===== src/rtl/pbq_pkg.sv =====
package pbq_pkg;
   localparam int LANE_W = 8;

   typedef enum logic {
      WK_IDLE = 1'b0,
      WK_BUSY = 1'b1
   } wk_state_e;
endpackage


===== src/rtl/pbq_fifo.sv =====
module pbq_fifo #(
   parameter int WIDTH = 8,
   parameter int DEPTH = 4
) (
   input  logic             clk,
   input  logic             rst_n,
   input  logic             flush,
   input  logic             push,
   input  logic [WIDTH-1:0] din,
   input  logic             pop,
   output logic [WIDTH-1:0] dout,
   output logic             full,
   output logic             empty
);
   localparam int PW   = (DEPTH > 1) ? $clog2(DEPTH) : 1;
   localparam int CNTW = $clog2(DEPTH + 1);
   localparam bit POW2 = ((DEPTH & (DEPTH - 1)) == 0);

   if (DEPTH < 2) begin : g_bad_depth
      $error("pbq_fifo: DEPTH must be at least 2");
   end

   logic [WIDTH-1:0] mem [DEPTH];
   logic [PW-1:0]    wr_ptr, rd_ptr, wr_nxt, rd_nxt;
   logic [CNTW-1:0]  count;

   if (POW2) begin : g_ptr_p2
      assign wr_nxt = wr_ptr + 1'b1;
      assign rd_nxt = rd_ptr + 1'b1;
   end else begin : g_ptr_wrap
      assign wr_nxt = (wr_ptr == PW'(DEPTH - 1)) ? '0 : wr_ptr + 1'b1;
      assign rd_nxt = (rd_ptr == PW'(DEPTH - 1)) ? '0 : rd_ptr + 1'b1;
   end

   assign full  = (count == CNTW'(DEPTH));
   assign empty = (count == '0);
   assign dout  = mem[rd_ptr];

   always_ff @(posedge clk or negedge rst_n) begin
      if (!rst_n) begin
         wr_ptr <= '0;
         rd_ptr <= '0;
         count  <= '0;
      end else if (flush) begin
         wr_ptr <= '0;
         rd_ptr <= '0;
         count  <= '0;
      end else begin
         if (push) wr_ptr <= wr_nxt;
         if (pop)  rd_ptr <= rd_nxt;
         if (push && !pop)      count <= count + 1'b1;
         else if (pop && !push) count <= count - 1'b1;
      end
   end

   always_ff @(posedge clk) begin
      if (push && !flush) mem[wr_ptr] <= din;
   end


   no_overflow_chk: assert property (@(posedge clk) disable iff (!rst_n)
      push |-> !full);


   no_underflow_chk: assert property (@(posedge clk) disable iff (!rst_n)
      pop |-> !empty);


   count_grow_chk: assert property (@(posedge clk) disable iff (!rst_n)
      (push && !pop && !flush) |=> (count == $past(count) + 1'b1));
endmodule


===== src/rtl/pbq_regs.sv =====
module pbq_regs #(
   parameter int DW = 32,
   parameter int AW = 3
) (
   input  logic               clk,
   input  logic               rst_n,
   input  logic               wr_en,
   input  logic [AW-1:0]      wr_adr,
   input  logic [DW-1:0]      wr_dat,
   input  logic [DW/8-1:0]    wr_sel,
   input  logic [AW-1:0]      rd_adr,
   output logic [DW-1:0]      rd_dat
);
   import pbq_pkg::*;
   localparam int NREG  = 1 << AW;
   localparam int LANES = DW / LANE_W;

   logic [DW-1:0] word [NREG];

   for (genvar r = 0; r < NREG; r++) begin : g_reg
      logic [DW-1:0] q;
      always_ff @(posedge clk or negedge rst_n) begin
         if (!rst_n) begin
            q <= '0;
         end else if (wr_en && wr_adr == AW'(r)) begin
            for (int l = 0; l < LANES; l++) begin
               if (wr_sel[l]) q[l*LANE_W +: LANE_W] <= wr_dat[l*LANE_W +: LANE_W];
            end
         end
      end
      assign word[r] = q;
   end

   assign rd_dat = word[rd_adr];
endmodule


===== src/rtl/pbq_worker.sv =====
module pbq_worker #(
   parameter int DW       = 32,
   parameter int AW       = 3,
   parameter int WORK_CYC = 3
) (
   input  logic                  clk,
   input  logic                  rst_n,
   input  logic                  cyc,
   input  logic                  q_empty,
   input  logic [AW+DW/8+DW:0]   q_head,
   output logic                  q_pop,
   output logic                  wr_en,
   output logic [AW-1:0]         job_adr,
   output logic [DW-1:0]         job_dat,
   output logic [DW/8-1:0]       job_sel,
   input  logic [DW-1:0]         rd_dat,
   output logic                  ack_q,
   output logic [DW-1:0]         dat_q
);
   import pbq_pkg::*;
   localparam int SW = DW / 8;
   localparam int CW = (WORK_CYC > 1) ? $clog2(WORK_CYC) : 1;

   if (WORK_CYC < 2) begin : g_bad_work
      $error("pbq_worker: WORK_CYC must be at least 2");
   end

   wk_state_e        state;
   logic [CW-1:0]    cnt;
   logic             job_we;
   logic             finishing;

   assign finishing = (state == WK_BUSY) && (cnt == '0);
   assign q_pop     = cyc && !q_empty && ((state == WK_IDLE) || finishing);
   assign wr_en     = cyc && finishing && job_we;

   always_ff @(posedge clk or negedge rst_n) begin
      if (!rst_n) begin
         state   <= WK_IDLE;
         cnt     <= '0;
         job_we  <= 1'b0;
         job_adr <= '0;
         job_sel <= '0;
         job_dat <= '0;
         ack_q   <= 1'b0;
         dat_q   <= '0;
      end else if (!cyc) begin
         state <= WK_IDLE;
         cnt   <= '0;
         ack_q <= 1'b0;
      end else begin
         ack_q <= finishing;
         if (finishing) dat_q <= job_we ? '0 : rd_dat;
         if (q_pop) begin
            state   <= WK_BUSY;
            cnt     <= CW'(WORK_CYC - 1);
            job_we  <= q_head[AW+SW+DW];
            job_adr <= q_head[SW+DW +: AW];
            job_sel <= q_head[DW +: SW];
            job_dat <= q_head[DW-1:0];
         end else if (finishing) begin
            state <= WK_IDLE;
         end else if (state == WK_BUSY) begin
            cnt <= cnt - 1'b1;
         end
      end
   end


   ack_pulse_chk: assert property (@(posedge clk) disable iff (!rst_n)
      ack_q |=> !ack_q);


   busy_span_chk: assert property (@(posedge clk) disable iff (!rst_n)
      (q_pop && cyc) |=> (state == WK_BUSY && cnt == CW'(WORK_CYC - 1)));
endmodule


===== src/rtl/pbq_slave.sv =====
module pbq_slave #(
   parameter int DW       = 32,
   parameter int AW       = 3,
   parameter int DEPTH    = 4,
   parameter int WORK_CYC = 3
) (
   input  logic              clk,
   input  logic              rst_n,
   input  logic              cyc,
   input  logic              stb,
   input  logic              we,
   input  logic [AW-1:0]     adr,
   input  logic [DW-1:0]     dat_w,
   input  logic [DW/8-1:0]   sel,
   output logic [DW-1:0]     dat_r,
   output logic              stall,
   output logic              ack
);
   import pbq_pkg::*;
   localparam int SW = DW / LANE_W;
   localparam int RW = 1 + AW + SW + DW;

   if (DW % LANE_W != 0) begin : g_bad_dw
      $error("pbq_slave: DW must be a multiple of the lane width");
   end

   logic          q_full, q_empty, q_push, q_pop;
   logic [RW-1:0] q_din, q_head;
   logic          wr_en, ack_q;
   logic [AW-1:0] job_adr;
   logic [DW-1:0] job_dat, rd_dat;
   logic [SW-1:0] job_sel;

   assign q_push = cyc && stb && !q_full;
   assign q_din  = {we, adr, sel, dat_w};

   pbq_fifo #(.WIDTH(RW), .DEPTH(DEPTH)) u_queue (
      .clk(clk), .rst_n(rst_n), .flush(!cyc),
      .push(q_push), .din(q_din),
      .pop(q_pop), .dout(q_head),
      .full(q_full), .empty(q_empty)
   );

   pbq_worker #(.DW(DW), .AW(AW), .WORK_CYC(WORK_CYC)) u_worker (
      .clk(clk), .rst_n(rst_n), .cyc(cyc),
      .q_empty(q_empty), .q_head(q_head), .q_pop(q_pop),
      .wr_en(wr_en), .job_adr(job_adr), .job_dat(job_dat), .job_sel(job_sel),
      .rd_dat(rd_dat), .ack_q(ack_q), .dat_q(dat_r)
   );

   pbq_regs #(.DW(DW), .AW(AW)) u_regs (
      .clk(clk), .rst_n(rst_n),
      .wr_en(wr_en), .wr_adr(job_adr), .wr_dat(job_dat), .wr_sel(job_sel),
      .rd_adr(job_adr), .rd_dat(rd_dat)
   );

   assign stall = q_full;
   assign ack   = ack_q && cyc;


   accept_lands_chk: assert property (@(posedge clk) disable iff (!rst_n)
      (cyc && stb && !stall) |=> !q_empty);


   abort_clears_chk: assert property (@(posedge clk) disable iff (!rst_n)
      !cyc |=> (q_empty && !ack_q));


   idle_ignores_chk: assert property (@(posedge clk) disable iff (!rst_n)
      (!cyc && stb) |=> !stall);
endmodule


===== config.mk =====
export PLATFORM = sky130hd
export DESIGN_NAME = pbq_slave
export DESIGN_NICKNAME = d
export VERILOG_FILES = /design/src/rtl/pbq_pkg.sv /design/src/rtl/pbq_fifo.sv /design/src/rtl/pbq_regs.sv /design/src/rtl/pbq_worker.sv /design/src/rtl/pbq_slave.sv
export SDC_FILE = /design/constraint.sdc
export NUM_CORES = 1
export LEC_CHECK = 0
export ABC_AREA = 1
export BUFFER_PORTS_ARGS = -buffer_cell sky130_fd_sc_hd__buf_2
export CAP_MARGIN = 20
export CORE_MARGIN = 3
export CORE_UTILIZATION = 50
export DETAILED_ROUTE_END_ITERATION = 6
export PLACE_DENSITY = 0.71
export SYNTH_ARGS = -nofsm -noshare
export SYNTH_HDL_FRONTEND = slang
export SYNTH_SLANG_ARGS = --single-unit

===== constraint.sdc =====
create_clock -name clk -period 3 [get_ports clk]
set_input_delay 0.45 -clock clk [delete_from_list [all_inputs] [get_ports clk]]
set_output_delay 0.45 -clock clk [all_outputs]
set_load 0.1 [all_outputs]

Word level (Yosys, flattened, before mapping)

Memories as Yosys holds them, arrays and structs flattened. A register that Yosys moved wholly into a read port is not among the register bits.
Cells that the tools add are included.

Register bits after elaboration: 299
Bits in writable memories: 160
Output and inout port bits: 34
Memories kept: 1

Memories:

| name        | words | bits a word | read ports | clocked after Yosys merged registers in | write ports | RTL line       | source |
|---|---|---|---|---|---|---|---|
| u_queue.mem | 4     | 40          | 1          | 1                                       | 1           | pbq_fifo.sv:23 | `logic [WIDTH-1:0] mem [DEPTH];` |

Add/subtract/negate cells: 5
Order comparisons: 1
Equal/unequal tests: 14
Mux-type cells: 21
Bitwise gates (word level): 2
Reductions and logical operators: 63

Operators with widths:

| cell                                                     | count |
|---|---|
| binary-select mux 32 bit (select 3 bit)                  | 1 |
| 2-to-1 mux 32 bit                                        | 3 |
| AND reduction 2 bit                                      | 35 |
| logical AND 1 bit                                        | 19 |
| 2-to-1 mux 2 bit                                         | 8 |
| == test 3 bit, second input constant                     | 5 |
| 2-to-1 mux 3 bit                                         | 3 |
| inequality test 3 x 1 -> 1 bit, second input constant    | 3 |
| == test 3 x 2 -> 1 bit, second input constant            | 2 |
| zero test 3 bit                                          | 2 |
| 2-to-1 mux 1 bit                                         | 6 |
| zero test 1 bit                                          | 5 |
| adder 2 x 1 -> 2 bit, second input constant              | 2 |
| greater-or-equal comparator 4 bit, second input constant | 1 |
| inequality test 2 x 1 -> 1 bit, second input constant    | 2 |
| inverter 3 -> 4 bit                                      | 1 |
| adder 3 x 1 -> 3 bit, second input constant              | 1 |
| == test 3 x 1 -> 1 bit, second input constant            | 1 |
| inequality test 3 bit, second input constant             | 1 |
| subtractor 3 x 1 -> 3 bit, second input constant         | 1 |
| zero test 2 bit                                          | 1 |
| subtractor 2 x 1 -> 2 bit, second input constant         | 1 |
| logical OR 1 bit                                         | 1 |
| inverter 1 bit                                           | 1 |

Depth between registers and ports, before layout

Depth after elaboration: 8
Gate-level depth with buffers: 13

By module

Synthesis repeated with hierarchy kept, for this count alone.

Cell total of the unflattened synthesis: 2526
Area, all modules: 22462.8 µm²

By module, submodules not included:

| module     | times used | cells an instance | area each (µm²) | sequential area each (µm²) |
|---|---|---|---|---|
| pbq_regs   | 1          | 1736              | 12807.3         | 6406.1 |
| pbq_fifo   | 1          | 446               | 6513.7          | 4979.8 |
| pbq_worker | 1          | 339               | 3123.0          | 1901.8 |
| pbq_slave  | 1          | 5                 | 18.8            | 0.0 |

Least setup slack after synthesis

No wires, ideal clock.

Path type: input-to-reg
Start point: input port cyc
End point: memory u_queue.mem[0][0] (netlist bit), enable pin
Library setup time: 0.437 ns
Arrival: 2.534 ns
Required time: 2.563 ns
Slack: 0.028 ns
Cell stages on the path: 5
Path buffers: 1
Cell sequence: buf_4 > nand2_1 > inv_1 > nand2_1 > nor2_1

Word-level cells in the longest chain between the ends: 5

RTL lines:

| element                                  | RTL line        | source |
|---|---|---|
| start, declared                          | pbq_slave.sv:9  | `input logic cyc,` |
| logical AND 1 bit (2 in a row)           | pbq_slave.sv:34 | `assign q_push = cyc && stb && !q_full;` |
| logical AND 1 bit *                      | pbq_fifo.sv:57  | `if (push && !flush) mem[wr_ptr] <= din;` |
| 2-to-1 mux 1 bit *                       | pbq_fifo.sv:57  |  |
| 2-to-1 mux 1 bit (not written as such) * | pbq_fifo.sv:57  |  |
| end, declared                            | pbq_fifo.sv:23  |  |

Mark *: on every way between the ends. The rest lies on a longest branch, timed or not.

Worst setup path in the final report

Start point: register u_worker.cnt[0]
End point: register u_queue.count[2]

Word-level cells in the longest chain between the ends: 8
Elaborated cells between the ends (all ways): 10
Classes of those cells: eq/ne (1); mux (2); reduce/logical (7)

RTL lines:

| element                | RTL line         | source |
|---|---|---|
| start, declared        | pbq_worker.sv:29 | `logic [CW-1:0] cnt;` |
| start signal, assigned | pbq_worker.sv:56 | `cnt <= CW'(WORK_CYC - 1);` |
| start signal, assigned | pbq_worker.sv:64 | `cnt <= cnt - 1'b1;` |
| zero test 2 bit *      | pbq_worker.sv:33 | `assign finishing = (state == WK_BUSY) && (cnt == '0);` |
| logical AND 1 bit *    | pbq_worker.sv:33 |  |
| logical OR 1 bit *     | pbq_worker.sv:34 | `assign q_pop = cyc && !q_empty && ((state == WK_IDLE) \|\| finishing);` |
| logical AND 1 bit *    | pbq_worker.sv:34 |  |
| zero test 1 bit        | pbq_fifo.sv:51   | `if (push && !pop) count <= count + 1'b1;` |
| logical AND 1 bit      | pbq_fifo.sv:51   |  |
| 2-to-1 mux 3 bit       | pbq_fifo.sv:51   |  |
| 2-to-1 mux 3 bit       | pbq_fifo.sv:44   | `end else if (flush) begin` |
| end signal, assigned   | pbq_fifo.sv:51   |  |
| end signal, assigned   | pbq_fifo.sv:52   | `else if (pop && !push) count <= count - 1'b1;` |
| end, declared          | pbq_fifo.sv:25   | `logic [CNTW-1:0] count;` |

Marked as above.
A chain may end at the register's enable or synchronous reset.

==> qor.yml <==
cells_and_area:
  fin_nets: 2159
  drive_gt1_share_pct: 11.7
  area_delta_synth_final_pct: 11.6
  final_cells: 2679
  antenna_cells: 0
timing:
  finClkSkew_ns: 0.0128
  rsz0062_at_grt: "false"
  setup_tns_ns: 0
  setup_viol: 0
  layout_min_cycle_time_ns: 2.31
  fin_crit_sh_pct: 77.1
  fin_ws_ns: 0.688
  max_freq_ghz: 0.433
  worst_pin_slew_ns: 0.813
  hold_violations: 0
  hold_ws_ns: 0.0888
  maxSlewViolCount: 0
  relSlewSlack_pct: 45.8
clock_network:
  cts_max_level: 2
  cts_num_sinks: 499
  cts-root-buf: "clkbuf_16"
  clk_pin_slew_ns: 0.06
  cts_buffer_depth: 3
  clock_latency_ns: 0.58
  cts_tree: "built"
  cts_buffers: 49
floorplan:
  die-area_mm2: 0.0442
  rows: 74
  core_mm2: 0.0410
  dieWidth_um: 210
  initial_core_util_pct: 50.8
  dieHeight_um: 210
  pin_count: 78
worst_setup_path:
  crit_path_end_kind: "register"
  cp_max_fo: 6
  worstPathArrival_ns: 2.78
  startpoint_type: "register"
  cpMaxStageDelayCell: "dfrtp_1"
  path_buf_inv: 3
  crit_chain: "inv_1 > ha_1 > inv_1 > a21oi_1 > nand2_1 > nand2_1 > inv_1 > fa_1 > xor2_1 > nand3b_1 > nand2_1 > nand2_1 > nand2_1"
  cpPeakStageDelay_ns: 0.39
  cpLargestDelayFamily: "simple AND/OR/NAND/NOR gates"
  cp.required_ns: 3.46
  worstSetupPathType: "register to register"
  cp_common_cell: "nand2_1"
synthesis:
  ys_warn_count: 0
  avgSynthCellArea_um2: 10.1
  synthArstFlopShare_pct: 67.9
  synthFlopType: "dfrtp_1"
  synth_area_mm2: 0.0209
  syn_inst: 2058
  synth_nets: 2108
  ys_ff_latch: 499
  ys_seq_area_share_pct: 63.7
  yosysUniqueCellTypes: 34
  synth_edf_count: 160
global_route:
  grt_usage_pct: 22.4
  antenna_found_initial: 0
  grt_overflow: 0
  grt_pass1_wl_mm: 78.6
  grt_max_degree: 88
  grt_pass1_vias: 14426
routing:
  drt_iter0_markers: 1295
  avgRoutedWirePerCell_um: 18.1
  viasPerCell: 5.54
  routed_wl_mm: 48.4
  vias: 14854
  drc: 0
  ant_nets: 0
  first_pass_iters: 5
pwr:
  p_per_area_mw_per_mm2: 1030
  power_leakage_nw: 9.54
  ir_worst_vdd_mv: 0.595
run_status:
  outcome: "complete, no violations"
worst_hold_path:
  hp-class: "input pin to register"
placed_design:
  dpl.hpwl_mm: 29.2
  place_ws_ns: 0.713
  post-place-cells: 2589
  port-buffer-count: 77
  gp_congestion: 0.796
job:
  cap_violations: 0
==> power by group <==
| part | switching, mW | internal (mW) | leakage, nW |
|---|---|---|---|
| registers | 1.23 | 8.90 | 6.04 |
| clock network | 2.50 | 3.46 | 0.761 |
| logic | 5.86 | 2.13 | 2.74 |
| total | 9.59 | 14.5 | 9.54 |
==> area by class of cell <==
class	instances	area [um^2]
tap	532	666
clock inverter	20	169
timing repair buffer	116	766
fill	3399	17700
multi-input combinational	1310	6490
clock buffer	69	1380
inverter	133	499
sequential	499	13300
==> cell families after synthesis <==
kind of cell	count (synthesis)	share of synthesized area [%]
and+or+nand+nor	789	17.6
buffers and inverters	249	5.39
adders and majority gates	6	0.396
AOI/OAI and AO/OA	514	12.9
xor gates and xnor gates	1	0.0420
DFF	499	63.7
==> path summary, 6_finish.rpt <==
path,start,end,slack [ns],depth (start not counted)
max,u_worker.cnt[0],u_queue.count[2],0.69,13
min,dat_w[21],u_queue.mem[0][21],0.09,1
max reg2reg,u_worker.cnt[0],u_queue.count[2],0.69,13
min reg2reg,u_worker.dat_q[21],u_worker.dat_q[21],0.47,2
max in group asynchronous,rst_n,u_regs.g_reg[6].q[17],1.62,3
min in group asynchronous,rst_n,u_worker.dat_q[8],0.49,2
==> cell usage in the layout, fill, tap and decap left out, types with 34 or more instances in the layout <==
master / Yosys / final
nand4_1: 34 / 34
o21ai_1: 286 / 286
nand3_1: 79 / 79
buf_2: 47 / 76
o22ai_1: 36 / 36
o21ai_0: 82 / 82
a21oi_1: 86 / 86
clkbuf_16: 0 / 51
edfxtp_1: 160 / 160
inv_1: 122 / 122
dfrtp_1: 339 / 337
nor2_1: 170 / 164
nand2_1: 459 / 459
==> timing repair <==
| item | in CTS | in global routing |
|---|---|---|
| resized for setup | 0 | 0 |
| setup buffers | 0 | 0 |
| hold buffers | 1 | 0 |
| endpoints found under the hold margin | 77 | 0 |
==> synth_stat cells, types with 2 or more instances <==
library cell,count,area share [%]
nand2_1,459,8.3
edfxtp_1,160,23
buf_2,47,1.1
buf_1,8,0.14
a21oi_1,86,2.1
inv_2,8,0.14
dfrtp_1,339,41
o31ai_1,2,0.072
buf_6,10,0.54
clkbuf_1,45,0.81
nand3_4,31,2.6
o21ai_2,8,0.34
nand3_2,2,0.096
inv_1,122,2.2
nor2_4,7,0.38
nand3_1,79,1.9
clkinv_1,3,0.054
nor2_2,3,0.090
buf_12,2,0.19
a31oi_1,4,0.12
o21ai_0,82,2.0
ha_1,5,0.30
a22oi_1,10,0.36
buf_4,3,0.11
nand2_2,2,0.060
nand4_1,34,1.0
o21ai_1,286,6.9
nor2_1,170,3.1
o22ai_1,36,1.1
==> layer usage <==
metal	routed length, um	GRT usage [%]	share of wire (%)
met2	22500	35.9	47
met5	0	0	0
met4	1200	7.23	2.5
met3	2680	3.23	5.5
met1	22000	32.0	45
==> sequential cells by signal, indices dropped and copies added (netlist names) <==
register	flops
u_regs.g.q	256
u_queue.mem	160
u_worker.dat_q	32
u_worker.job_dat	32
u_worker.job_sel	4
u_queue.count	3
u_worker.job_adr	3
u_queue.rd_ptr	2
u_queue.wr_ptr	2
u_worker.cnt	2
u_worker.ack_q	1
u_worker.job_we	1
u_worker.state	1
==> stage by stage <==
step                instance area, um^2  total power, mW  util [%]
floorplan                         20900             15.8         -
global placement                  21700             17.9      52.9
detailed placement                21700             18.2      52.9
CTS                               23300             24.2      56.7
global route                      23300             25.5      56.7
finish                            23300             24.1      56.7
No activity file was read; power rests on OpenSTA's default activity.
